`config.mk`:
```
export PLATFORM = sky130hd
export DESIGN_NAME = serial_byte_mem
export DESIGN_NICKNAME = d
export VERILOG_FILES = /design/src/rtl/sbm_pkg.sv /design/src/rtl/sbm_bus_sync.sv /design/src/rtl/sbm_mem_array.sv /design/src/rtl/sbm_ctrl.sv /design/src/rtl/serial_byte_mem.sv
export SDC_FILE = /design/constraint.sdc
export NUM_CORES = 2
export LEC_CHECK = 0
export BUFFER_PORTS_ARGS = -buffer_cell sky130_fd_sc_hd__buf_4
export CAP_MARGIN = 0
export CORE_ASPECT_RATIO = 0.7
export CORE_UTILIZATION = 40
export CTS_BUF_LIST = sky130_fd_sc_hd__clkbuf_2
export CTS_CLUSTER_SIZE = 16
export DETAILED_ROUTE_END_ITERATION = 8
export HOLD_SLACK_MARGIN = 0.1
export PLACE_DENSITY = 0.61
export SYNTH_ARGS = -nofsm -noshare
export SYNTH_HDL_FRONTEND = slang
export SYNTH_SLANG_ARGS = --single-unit
```
`constraint.sdc`:
```
create_clock -name clk -period 11.2 [get_ports clk]
set_clock_uncertainty 0.1 [all_clocks]
set_input_delay 0.56 -clock clk [delete_from_list [all_inputs] [get_ports clk]]
set_output_delay 0.56 -clock clk [all_outputs]
set_load 0.05 [all_outputs]
```
`src/rtl/sbm_pkg.sv`:
```
package sbm_pkg;

    localparam int BYTE_W = 8;
    localparam int BIT_CNT_W = 3;

    typedef enum logic [2:0] {
        ST_IDLE,
        ST_DEV,
        ST_WADDR,
        ST_WDATA,
        ST_ACK,
        ST_RDATA,
        ST_RACK
    } sbm_state_e;

    // Synchronised bus view shared by the controller and the checker.
    typedef struct packed {
        logic scl_rise;
        logic scl_fall;
        logic sda;
        logic start;
        logic stop;
    } sbm_bus_t;

    function automatic logic is_rx_state(input sbm_state_e s);
        return (s == ST_DEV) || (s == ST_WADDR) || (s == ST_WDATA);
    endfunction

endpackage

```
`src/rtl/sbm_bus_sync.sv`:
```
module sbm_bus_sync
    import sbm_pkg::*;
#(
    parameter int STAGES = 2
) (
    input  logic     clk,
    input  logic     rst,
    input  logic     scl_i,
    input  logic     sda_i,
    output logic     scl_lvl,
    output sbm_bus_t bus
);

    localparam int CUR  = STAGES - 1;
    localparam int PREV = STAGES;

    logic [STAGES:0] scl_p;
    logic [STAGES:0] sda_p;

    always_ff @(posedge clk) begin
        if (rst) begin
            scl_p <= '1;
            sda_p <= '1;
        end else begin
            scl_p <= {scl_p[STAGES-1:0], scl_i};
            sda_p <= {sda_p[STAGES-1:0], sda_i};
        end
    end

    always_comb begin
        scl_lvl      = scl_p[CUR];
        bus.sda      = sda_p[CUR];
        bus.scl_rise = scl_p[CUR] & ~scl_p[PREV];
        bus.scl_fall = ~scl_p[CUR] & scl_p[PREV];
        bus.start    = scl_p[CUR] & scl_p[PREV] & sda_p[PREV] & ~sda_p[CUR];
        bus.stop     = scl_p[CUR] & scl_p[PREV] & ~sda_p[PREV] & sda_p[CUR];
    end

endmodule

```
`src/rtl/sbm_mem_array.sv`:
```
module sbm_mem_array #(
    parameter int ADDR_W = 9,
    parameter int DATA_W = 8
) (
    input  logic              clk,
    input  logic              we,
    input  logic [ADDR_W-1:0] waddr,
    input  logic [DATA_W-1:0] wdata,
    input  logic [ADDR_W-1:0] raddr,
    output logic [DATA_W-1:0] rdata
);

    localparam int DEPTH = 1 << ADDR_W;

    logic [DATA_W-1:0] cells [DEPTH];

    always_ff @(posedge clk) begin
        if (we) begin
            cells[waddr] <= wdata;
        end
    end

    assign rdata = cells[raddr];

endmodule

```
`src/rtl/sbm_ctrl.sv`:
```
module sbm_ctrl
    import sbm_pkg::*;
#(
    parameter int         ADDR_W = 9,
    parameter logic [6:0] DEV_ID = 7'b1010000
) (
    input  logic              clk,
    input  logic              rst,
    input  sbm_bus_t          bus,
    input  logic              wp_i,
    input  logic [BYTE_W-1:0] rd_data,
    output logic [ADDR_W-1:0] addr,
    output logic              mem_we,
    output logic [BYTE_W-1:0] wr_data,
    output logic              sda_oe,
    output sbm_state_e        state
);

    localparam int PAGE_W = ADDR_W - BYTE_W;
    localparam logic [BIT_CNT_W-1:0] LAST_BIT = BIT_CNT_W'(BYTE_W - 1);

    sbm_state_e           st_q;
    sbm_state_e           after_ack_q;
    logic [BIT_CNT_W-1:0] cnt_q;
    logic [BYTE_W-1:0]    sh_q;
    logic                 ack_drv_q;
    logic                 ack_on_q;
    logic                 m_ack_q;
    logic [ADDR_W-1:0]    addr_q;

    logic [BYTE_W-1:0]    rx_byte;
    logic [ADDR_W-1:0]    addr_inc;
    logic                 byte_done;
    logic                 sel_hit;

    assign rx_byte   = {sh_q[BYTE_W-2:0], bus.sda};
    assign addr_inc  = addr_q + ADDR_W'(1);
    assign byte_done = bus.scl_rise && (cnt_q == LAST_BIT);
    assign sel_hit   = (rx_byte[BYTE_W-1:PAGE_W+1] == DEV_ID[6:PAGE_W]);

    always_ff @(posedge clk) begin
        if (rst) begin
            st_q        <= ST_IDLE;
            after_ack_q <= ST_IDLE;
            cnt_q       <= '0;
            sh_q        <= '0;
            ack_drv_q   <= 1'b0;
            ack_on_q    <= 1'b0;
            m_ack_q     <= 1'b0;
            addr_q      <= '0;
        end else if (bus.start) begin
            st_q     <= ST_DEV;
            cnt_q    <= '0;
            ack_on_q <= 1'b0;
        end else if (bus.stop) begin
            st_q     <= ST_IDLE;
            ack_on_q <= 1'b0;
        end else begin
            unique case (st_q)
                ST_DEV, ST_WADDR, ST_WDATA: begin
                    if (bus.scl_rise) begin
                        sh_q  <= rx_byte;
                        cnt_q <= cnt_q + BIT_CNT_W'(1);
                    end
                    if (byte_done) begin
                        if (st_q == ST_DEV) begin
                            if (sel_hit) begin
                                addr_q[ADDR_W-1:BYTE_W] <= rx_byte[PAGE_W:1];
                                ack_drv_q   <= 1'b1;
                                after_ack_q <= rx_byte[0] ? ST_RDATA : ST_WADDR;
                                st_q        <= ST_ACK;
                            end else begin
                                st_q <= ST_IDLE;
                            end
                        end else if (st_q == ST_WADDR) begin
                            addr_q[BYTE_W-1:0] <= rx_byte;
                            ack_drv_q   <= 1'b1;
                            after_ack_q <= ST_WDATA;
                            st_q        <= ST_ACK;
                        end else begin
                            ack_drv_q   <= ~wp_i;
                            after_ack_q <= ST_WDATA;
                            st_q        <= ST_ACK;
                            if (!wp_i) begin
                                addr_q <= addr_inc;
                            end
                        end
                    end
                end
                ST_ACK: begin
                    if (bus.scl_fall) begin
                        if (!ack_on_q) begin
                            ack_on_q <= 1'b1;
                        end else begin
                            ack_on_q <= 1'b0;
                            cnt_q    <= '0;
                            st_q     <= after_ack_q;
                            if (after_ack_q == ST_RDATA) begin
                                sh_q <= rd_data;
                            end
                        end
                    end
                end
                ST_RDATA: begin
                    if (bus.scl_fall) begin
                        sh_q  <= {sh_q[BYTE_W-2:0], 1'b1};
                        cnt_q <= cnt_q + BIT_CNT_W'(1);
                        if (cnt_q == LAST_BIT) begin
                            addr_q <= addr_inc;
                            st_q   <= ST_RACK;
                        end
                    end
                end
                ST_RACK: begin
                    if (bus.scl_rise) begin
                        m_ack_q <= ~bus.sda;
                    end
                    if (bus.scl_fall) begin
                        if (m_ack_q) begin
                            sh_q  <= rd_data;
                            cnt_q <= '0;
                            st_q  <= ST_RDATA;
                        end else begin
                            st_q <= ST_IDLE;
                        end
                    end
                end
                default: begin
                    st_q <= st_q;
                end
            endcase
        end
    end

    assign mem_we  = (st_q == ST_WDATA) && byte_done && !wp_i;
    assign wr_data = rx_byte;
    assign addr    = addr_q;
    assign state   = st_q;
    assign sda_oe  = ((st_q == ST_ACK) && ack_on_q && ack_drv_q) ||
                     ((st_q == ST_RDATA) && !sh_q[BYTE_W-1]);

endmodule

```
`src/rtl/serial_byte_mem.sv`:
```
module serial_byte_mem
    import sbm_pkg::*;
#(
    parameter int         ADDR_W      = 9,
    parameter logic [6:0] DEV_ID      = 7'b1010000,
    parameter int         SYNC_STAGES = 2
) (
    input  logic clk,
    input  logic rst,
    input  logic scl_i,
    input  logic sda_i,
    input  logic wp_i,
    output logic sda_oe
);

    sbm_bus_t          bus_w;
    logic              scl_lvl_w;
    logic [ADDR_W-1:0] addr_w;
    logic              mem_we_w;
    logic [BYTE_W-1:0] wr_data_w;
    logic [BYTE_W-1:0] rd_data_w;
    sbm_state_e        ctrl_state;

    sbm_bus_sync #(
        .STAGES (SYNC_STAGES)
    ) u_sync (
        .clk     (clk),
        .rst     (rst),
        .scl_i   (scl_i),
        .sda_i   (sda_i),
        .scl_lvl (scl_lvl_w),
        .bus     (bus_w)
    );

    sbm_ctrl #(
        .ADDR_W (ADDR_W),
        .DEV_ID (DEV_ID)
    ) u_ctrl (
        .clk     (clk),
        .rst     (rst),
        .bus     (bus_w),
        .wp_i    (wp_i),
        .rd_data (rd_data_w),
        .addr    (addr_w),
        .mem_we  (mem_we_w),
        .wr_data (wr_data_w),
        .sda_oe  (sda_oe),
        .state   (ctrl_state)
    );

    sbm_mem_array #(
        .ADDR_W (ADDR_W),
        .DATA_W (BYTE_W)
    ) u_mem (
        .clk   (clk),
        .we    (mem_we_w),
        .waddr (addr_w),
        .wdata (wr_data_w),
        .raddr (addr_w),
        .rdata (rd_data_w)
    );

endmodule

```
# Word level (Yosys, flattened, before mapping)
# Memories as Yosys holds them, arrays and structs flattened.
# Cells that the tools add are included.
# word_totals
regBits	35
ramBits	4096
inputBits	5
out_inout_bits	1
elab_cells	129
n_memories	1
# memory_table
memory	depth	width	read_ports	rd_ports_with_merged_regs	wr	line	rtl
u_mem.cells	512	8	1	0	1	sbm_mem_array.sv:15	logic [DATA_W-1:0] cells [DEPTH];
# op_classes
n_addsub	2
eq_ne	30
n_mux	46
bitwise_logic	14
reduce_logical	24
# op_table
cell	count
two-way mux 8 bit	9
two-way mux 3 bit	18
two-way mux 9 bit	4
one-hot mux 8 bit (4 select lines)	1
one-hot mux 3 bit (4 select lines)	2
one-hot mux 9 bit (2 select lines)	1
AND reduction 8 bit	2
equality test 3 bit, second input constant	5
inequality test 2 x 1 -> 1 bit, second input constant	7
AND reduction 7 bit	2
inequality test 3 x 2 -> 1 bit, second input constant	4
inequality test 4 x 3 -> 1 bit, second input constant	3
inequality test 4 bit, second input constant	3
two-way mux 1 bit	11
AND reduction 10 bit	1
adder 9 x 1 -> 9 bit, second input constant	1
AND reduction 9 bit	1
inequality test 2 bit, second input constant	4
bitwise AND 1 bit	7
NOT 1 bit	7
equality test 3 x 2 -> 1 bit, second input constant	2
equality test 6 bit, second input constant	1
logical AND 1 bit	6
nonzero test 6 bit	1
11 further kinds	13

# Logic depth before layout (Yosys ltp)
# depth
word_depth	7
depth_mapped	16
mapped_depth_nobuf	9

# By module
# A second synthesis with hierarchy kept.
# unflattened
cells_unflattened	8273
hier_area_um2	161909.0
# by_module_without_submodules
module	instances	cells_per_inst	area_per_inst_um2	seq_area_each_um2
sbm_mem_array	1	8022	159767.0	122998.0
sbm_ctrl	1	234	1944.4	580.6
sbm_bus_sync	1	17	197.7	120.1

# Worst setup path before layout
# OpenSTA, ideal clock, no wires.
# synth_timing
kind	reg-to-reg
start	register u_sync.sda_p[1]
end	register u_ctrl.sh_q[0]
setup_time_ns	0.115
arrival_time_ns	8.886
t_required_ns	10.985
setup_slack_ns	2.099
path_stages_with_launch	10
n_path_buf	1
synth_period_minus_slack_ns	9.101
path_cell_list	dfxtp_1 > clkbuf_1 > xor2_1 > a32oi_1 > nand4b_1 > nor2_1 > nand4_1 > or4_1 > or4_1 > o21a_1
# synth_via
elab_chain_len	4
elab_cells_between_ends	8
classes_between	2 x mux; 5 x bitwise; 1 x reduce/logical
# synth_rtl
item	line	rtl
start, declared	sbm_bus_sync.sv:18	logic [STAGES:0] sda_p;
start signal, assigned	sbm_bus_sync.sv:26	sda_p <= {sda_p[STAGES-1:0], sda_i};
NOT 1 bit	sbm_bus_sync.sv:35	bus.start = scl_p[CUR] & scl_p[PREV] & sda_p[PREV] & ~sda_p[CUR];
bitwise AND 1 bit	sbm_bus_sync.sv:35	
NOT 1 bit (no line)	--	
AND reduction 10 bit (no line)	--	
end signal, assigned	sbm_ctrl.sv:62	sh_q <= rx_byte;
end signal, assigned	sbm_ctrl.sv:99	sh_q <= rd_data;
end signal, assigned	sbm_ctrl.sv:106	sh_q <= {sh_q[BYTE_W-2:0], 1'b1};
end, declared	sbm_ctrl.sv:25	logic [BYTE_W-1:0] sh_q;
# Parallel ways exist; a longest one is shown, timed or not. The select of a mux whose other input is x is not followed.
# A chain may end at the register's enable or synchronous reset.

# Worst setup path in the final report
# layout_timing
start	register u_ctrl.addr_q[0] (netlist: u_ctrl.addr[0])
end	register u_ctrl.sh_q[7]
# layout_via
elab_chain_len	5
elab_cells_between_ends	7
classes_between	6 x mux; 1 x memory
# layout_rtl
item	line	rtl
start, declared	sbm_ctrl.sv:29	logic [ADDR_W-1:0] addr_q;
start signal, assigned by index	sbm_ctrl.sv:68	addr_q[ADDR_W-1:BYTE_W] <= rx_byte[PAGE_W:1];
start signal, assigned by index	sbm_ctrl.sv:76	addr_q[BYTE_W-1:0] <= rx_byte;
start signal, assigned	sbm_ctrl.sv:85	addr_q <= addr_inc;
memory (512 x 8 bit) *	--	
two-way mux 8 bit	sbm_ctrl.sv:98	if (after_ack_q == ST_RDATA) begin
two-way mux 8 bit	sbm_ctrl.sv:92	if (!ack_on_q) begin
two-way mux 8 bit	sbm_ctrl.sv:91	if (bus.scl_fall) begin
one-hot mux 8 bit (4 select lines) *	sbm_ctrl.sv:59	unique case (st_q)
# Every way passes the cells marked *; elsewhere a longest branch is shown, timed or not. The select of a mux whose other input is x is not followed.

==> results.json <==
{
  "seq_area_um2": 124000,
  "die_x_um": 760,
  "hpwl_mm": 311,
  "slew_headroom_pct": 3.49,
  "fp.dieArea_um2": 404000,
  "grt_pass1_wl_mm": 689,
  "netlist_area_um2": 161000,
  "setup.worst_path.start": "u_ctrl.addr[0]",
  "start_kind": "flip-flop",
  "grt_pass1_vias": 84800,
  "drtPass1Iterations": 9,
  "multiInputGateArea_um2": 34900,
  "cts_sinks": 4131,
  "post-cts-setup-buffers": 0,
  "hold_path_depth": 1,
  "wl_per_cell_um": 35.3,
  "hold_start": "u_sync.scl_p[0]",
  "cap_violations": 0,
  "slew_viol_final": 0,
  "setup_violations": 0,
  "clkTransAtPathRegs_ns": 0.13,
  "endpoint_kind": "flip-flop",
  "fin_crit_sh_pct": 54.2,
  "tightest_slew_ns": 1.44,
  "ant_nets": 0,
  "fmax_ghz": 0.165,
  "rsz0062_at_grt": "no",
  "initial_core_util_pct": 40.2,
  "whs_endpoint": "u_sync.scl_p[1]",
  "cts_hold_buf": 16,
  "ys_types": 73,
  "drive_gt1_share_pct": 30.2,
  "fin_cells": 14300,
  "drc": 65,
  "yosysTopAreaCellShare_pct": 76.5,
  "rows": 194,
  "antenna_found_initial": 51,
  "worstHoldPathType": "flip-flop to flip-flop",
  "drt_wl_total_mm": 505,
  "area_growth_pct": 9.05,
  "synth_ff_type": "edfxtp_1",
  "hold_violations": 0,
  "ys_async_sr_fraction_pct": 0,
  "grtUsageTotal_pct": 24.3,
  "placed_cells": 12700,
  "p_leak_nw": 54.6,
  "violations": "DRC",
  "timing.setup.tns_ns": 0,
  "status": "finished with violations",
  "dr_total_vias": 88000,
  "r2r_end": "u_ctrl.sh_q[7]",
  "io_pins": 6,
  "reg2regPathDepth": 12,
  "power_density_nw_per_um2": 151,
  "crit_type": "flip-flop to flip-flop",
  "synth.avg_cell_area_um2": 21.0,
  "cts_tree": "yes",
  "arrival_ns": 8.02,
  "vias_per_cell": 6.16,
  "crit_required_ns": 13.15,
  "clockRootBuffer": "clkbuf_2",
  "cts_buffers": 889,
  "worstPathMaxFanout": 86,
  "clock_latency_ns": 2.15,
  "cts_resized": 0,
  "overflow": 0,
  "die_y_um": 532,
  "reg2reg_from": "u_ctrl.addr[0]",
  "synth_top_area_cell": "edfxtp_1",
  "drt-initial-drc-count": 14800,
  "num-nets-final": 8318,
  "ir_worst_vdd_mv": 0.0850,
  "synth_edf_count": 4096,
  "synth-seq-cells": 4131,
  "core-area_um2": 400000,
  "synth_nets": 7680,
  "ys_seq_area_share_pct": 76.9,
  "clock_path_buffers": 4,
  "h-tree-depth": 6,
  "fill_cells": 34300,
  "io_buffers": 5,
  "netlist_top_cells_area": "edfxtp_1 (77%), mux4_2 (14%), mux2i_1 (1.5%)",
  "period_minus_slack_ns": 6.07,
  "syn_inst": 7669,
  "grt_max_degree": 225,
  "ys_warn_count": 0,
  "reg2reg_slack_ns": 5.13,
  "place_congestion": 0.996
}
-- flip-flops by register name, indices dropped and copies added (netlist names) --
name,flops
u_ctrl.addr,9
u_ctrl.ack_drv_q,1
u_ctrl.m_ack_q,1
u_sync.scl_p,3
u_ctrl.state,3
u_ctrl.sh_q,8
u_ctrl.cnt_q,3
u_mem.cells,4096
u_ctrl.ack_on_q,1
u_sync.sda_p,3
u_ctrl.after_ack_q,3
-- report_power, final --
part	total (mW)	switching [mW]	internal (mW)
logic	0.241	0.185	0.0562
registers	16.8	0.0147	16.8
clock network	9.42	6.01	3.41
-- how the worst max path moves through the flow --
| stage | depth (start not counted) | to | slack (ns) |
|---|---|---|---|
| after floorplan | 9 | u_ctrl.sh_q[0] | 2.10 |
| after global placement | 11 | u_ctrl.sh_q[7] | 5.49 |
| after detailed placement | 11 | u_ctrl.sh_q[7] | 5.52 |
| after CTS | 12 | u_ctrl.sh_q[7] | 5.07 |
| after global routing | 12 | u_ctrl.sh_q[7] | 4.83 |
| final | 12 | u_ctrl.sh_q[7] | 5.13 |
-- kinds of logic after synthesis --
family,Yosys count,synth area share [%]
multiplexers,1278,15.8
flip-flops,4131,76.9
AND/OR/NAND/NOR,1210,3.26
adder cells (fa/ha/maj),6,0.0467
AO/OA/AOI/OAI,557,2.39
buffers and inverters,485,1.50
XOR/XNOR,2,0.0109
-- placed cells by master, fill, tap and decap left out, types with 15 or more instances in the layout --
master         netlist  routed
a211oi_1            20      20
a21oi_1            110     109
a221oi_1            26      26
a22o_1              17      17
a22oi_1            110     110
a31oi_1             42      42
and3_1              15      15
buf_12               0      22
buf_4               71     186
clkbuf_2             0    1322
clkinv_1             0     156
clkinv_2             0      20
dfxtp_1             35      22
diode_2              0      31
dlygate4sd3_1        0      15
edfxtp_1          4096    4096
mux2_2              20      20
mux2i_1            246     245
mux4_2            1012    1012
nand2_1            276     261
nand2_4              0      15
nand2b_1            16      16
nand3_1             77      77
nand4_1             49      49
nor2_1             634     625
nor3_1              31      28
nor4_1              18      17
o21ai_0             71      70
o22ai_1             38      38
-- cell type report --
class                      instances  area share (%)
sequential                      4131            70.6
multi-input combinational       3053            19.9
tap                             5292            3.78
clock buffer                    1322            3.77
timing repair buffer             224            1.14
clock inverter                   225           0.749
antenna                           31          0.0443
inverter                           8          0.0228
-- synth_stat cells (7+ instances only) --
library cell / number
and3_1: 15
mux4_2: 1012
buf_2: 98
mux2_2: 20
nor3b_1: 13
a21oi_1: 110
a2111oi_0: 7
nand2b_1: 16
o211ai_1: 12
o32ai_1: 9
dfxtp_1: 35
clkbuf_1: 235
buf_6: 26
buf_1: 47
a32o_1: 14
inv_1: 7
nor4_1: 18
a311oi_1: 13
o22ai_1: 38
a211oi_1: 20
a31oi_1: 42
and2_1: 10
edfxtp_1: 4096
a22oi_1: 110
o22a_1: 7
nor3_1: 31
nand3_1: 77
buf_4: 71
nand2_1: 276
a32oi_1: 11
nor2b_1: 22
a221oi_1: 26
o2111ai_1: 14
nor2_1: 634
nand4_1: 49
a22o_1: 17
o21ai_0: 71
mux2i_1: 246
or2_2: 12
-- through the flow --
| stage | hold slack (ns) | utilization (%) | cell area, um2 | worst slack [ns] | power [mW] |
|---|---|---|---|---|---|
| 6_report | 0.328 | 43.9 | 175000 | 5.13 | 26.5 |
| 3_5_place_dp | 0.310 | 41.8 | 167000 | 5.52 | 17.4 |
| 2_1_floorplan | 0.289 | - | 161000 | 2.10 | 17.4 |
| 5_1_grt | 0.337 | 43.9 | 175000 | 4.83 | 27.3 |
| 4_1_cts | 0.187 | 43.9 | 175000 | 5.07 | 26.6 |
| 3_3_place_gp | 0.301 | 41.8 | 167000 | 5.49 | 17.4 |
-- worst max-delay path, cell delays in order, from the launching register on --
cell and delay (ns):
dfxtp_4 0.72, buf_12 0.47, buf_4 0.68, buf_4 0.69, mux4_2 0.59, mux2i_1 0.22
o22ai_1 0.13, a211oi_1 0.74, buf_4 0.29, o2111ai_1 0.19, and4b_1 0.33, a311oi_1 0.11
dlygate4sd3_1 0.59
-- metal layers --
metal | routed length [um] | track usage (%) | up-vias
li1 | - | - | 33800
met4 | 19200 | 8.85 | 26
met1 | 201000 | 35.2 | 46400
met3 | 85400 | 12.2 | 1068
met2 | 199000 | 31.1 | 6777
met5 | 483 | 0.494 | -
(Power assumes the default switching activity.)
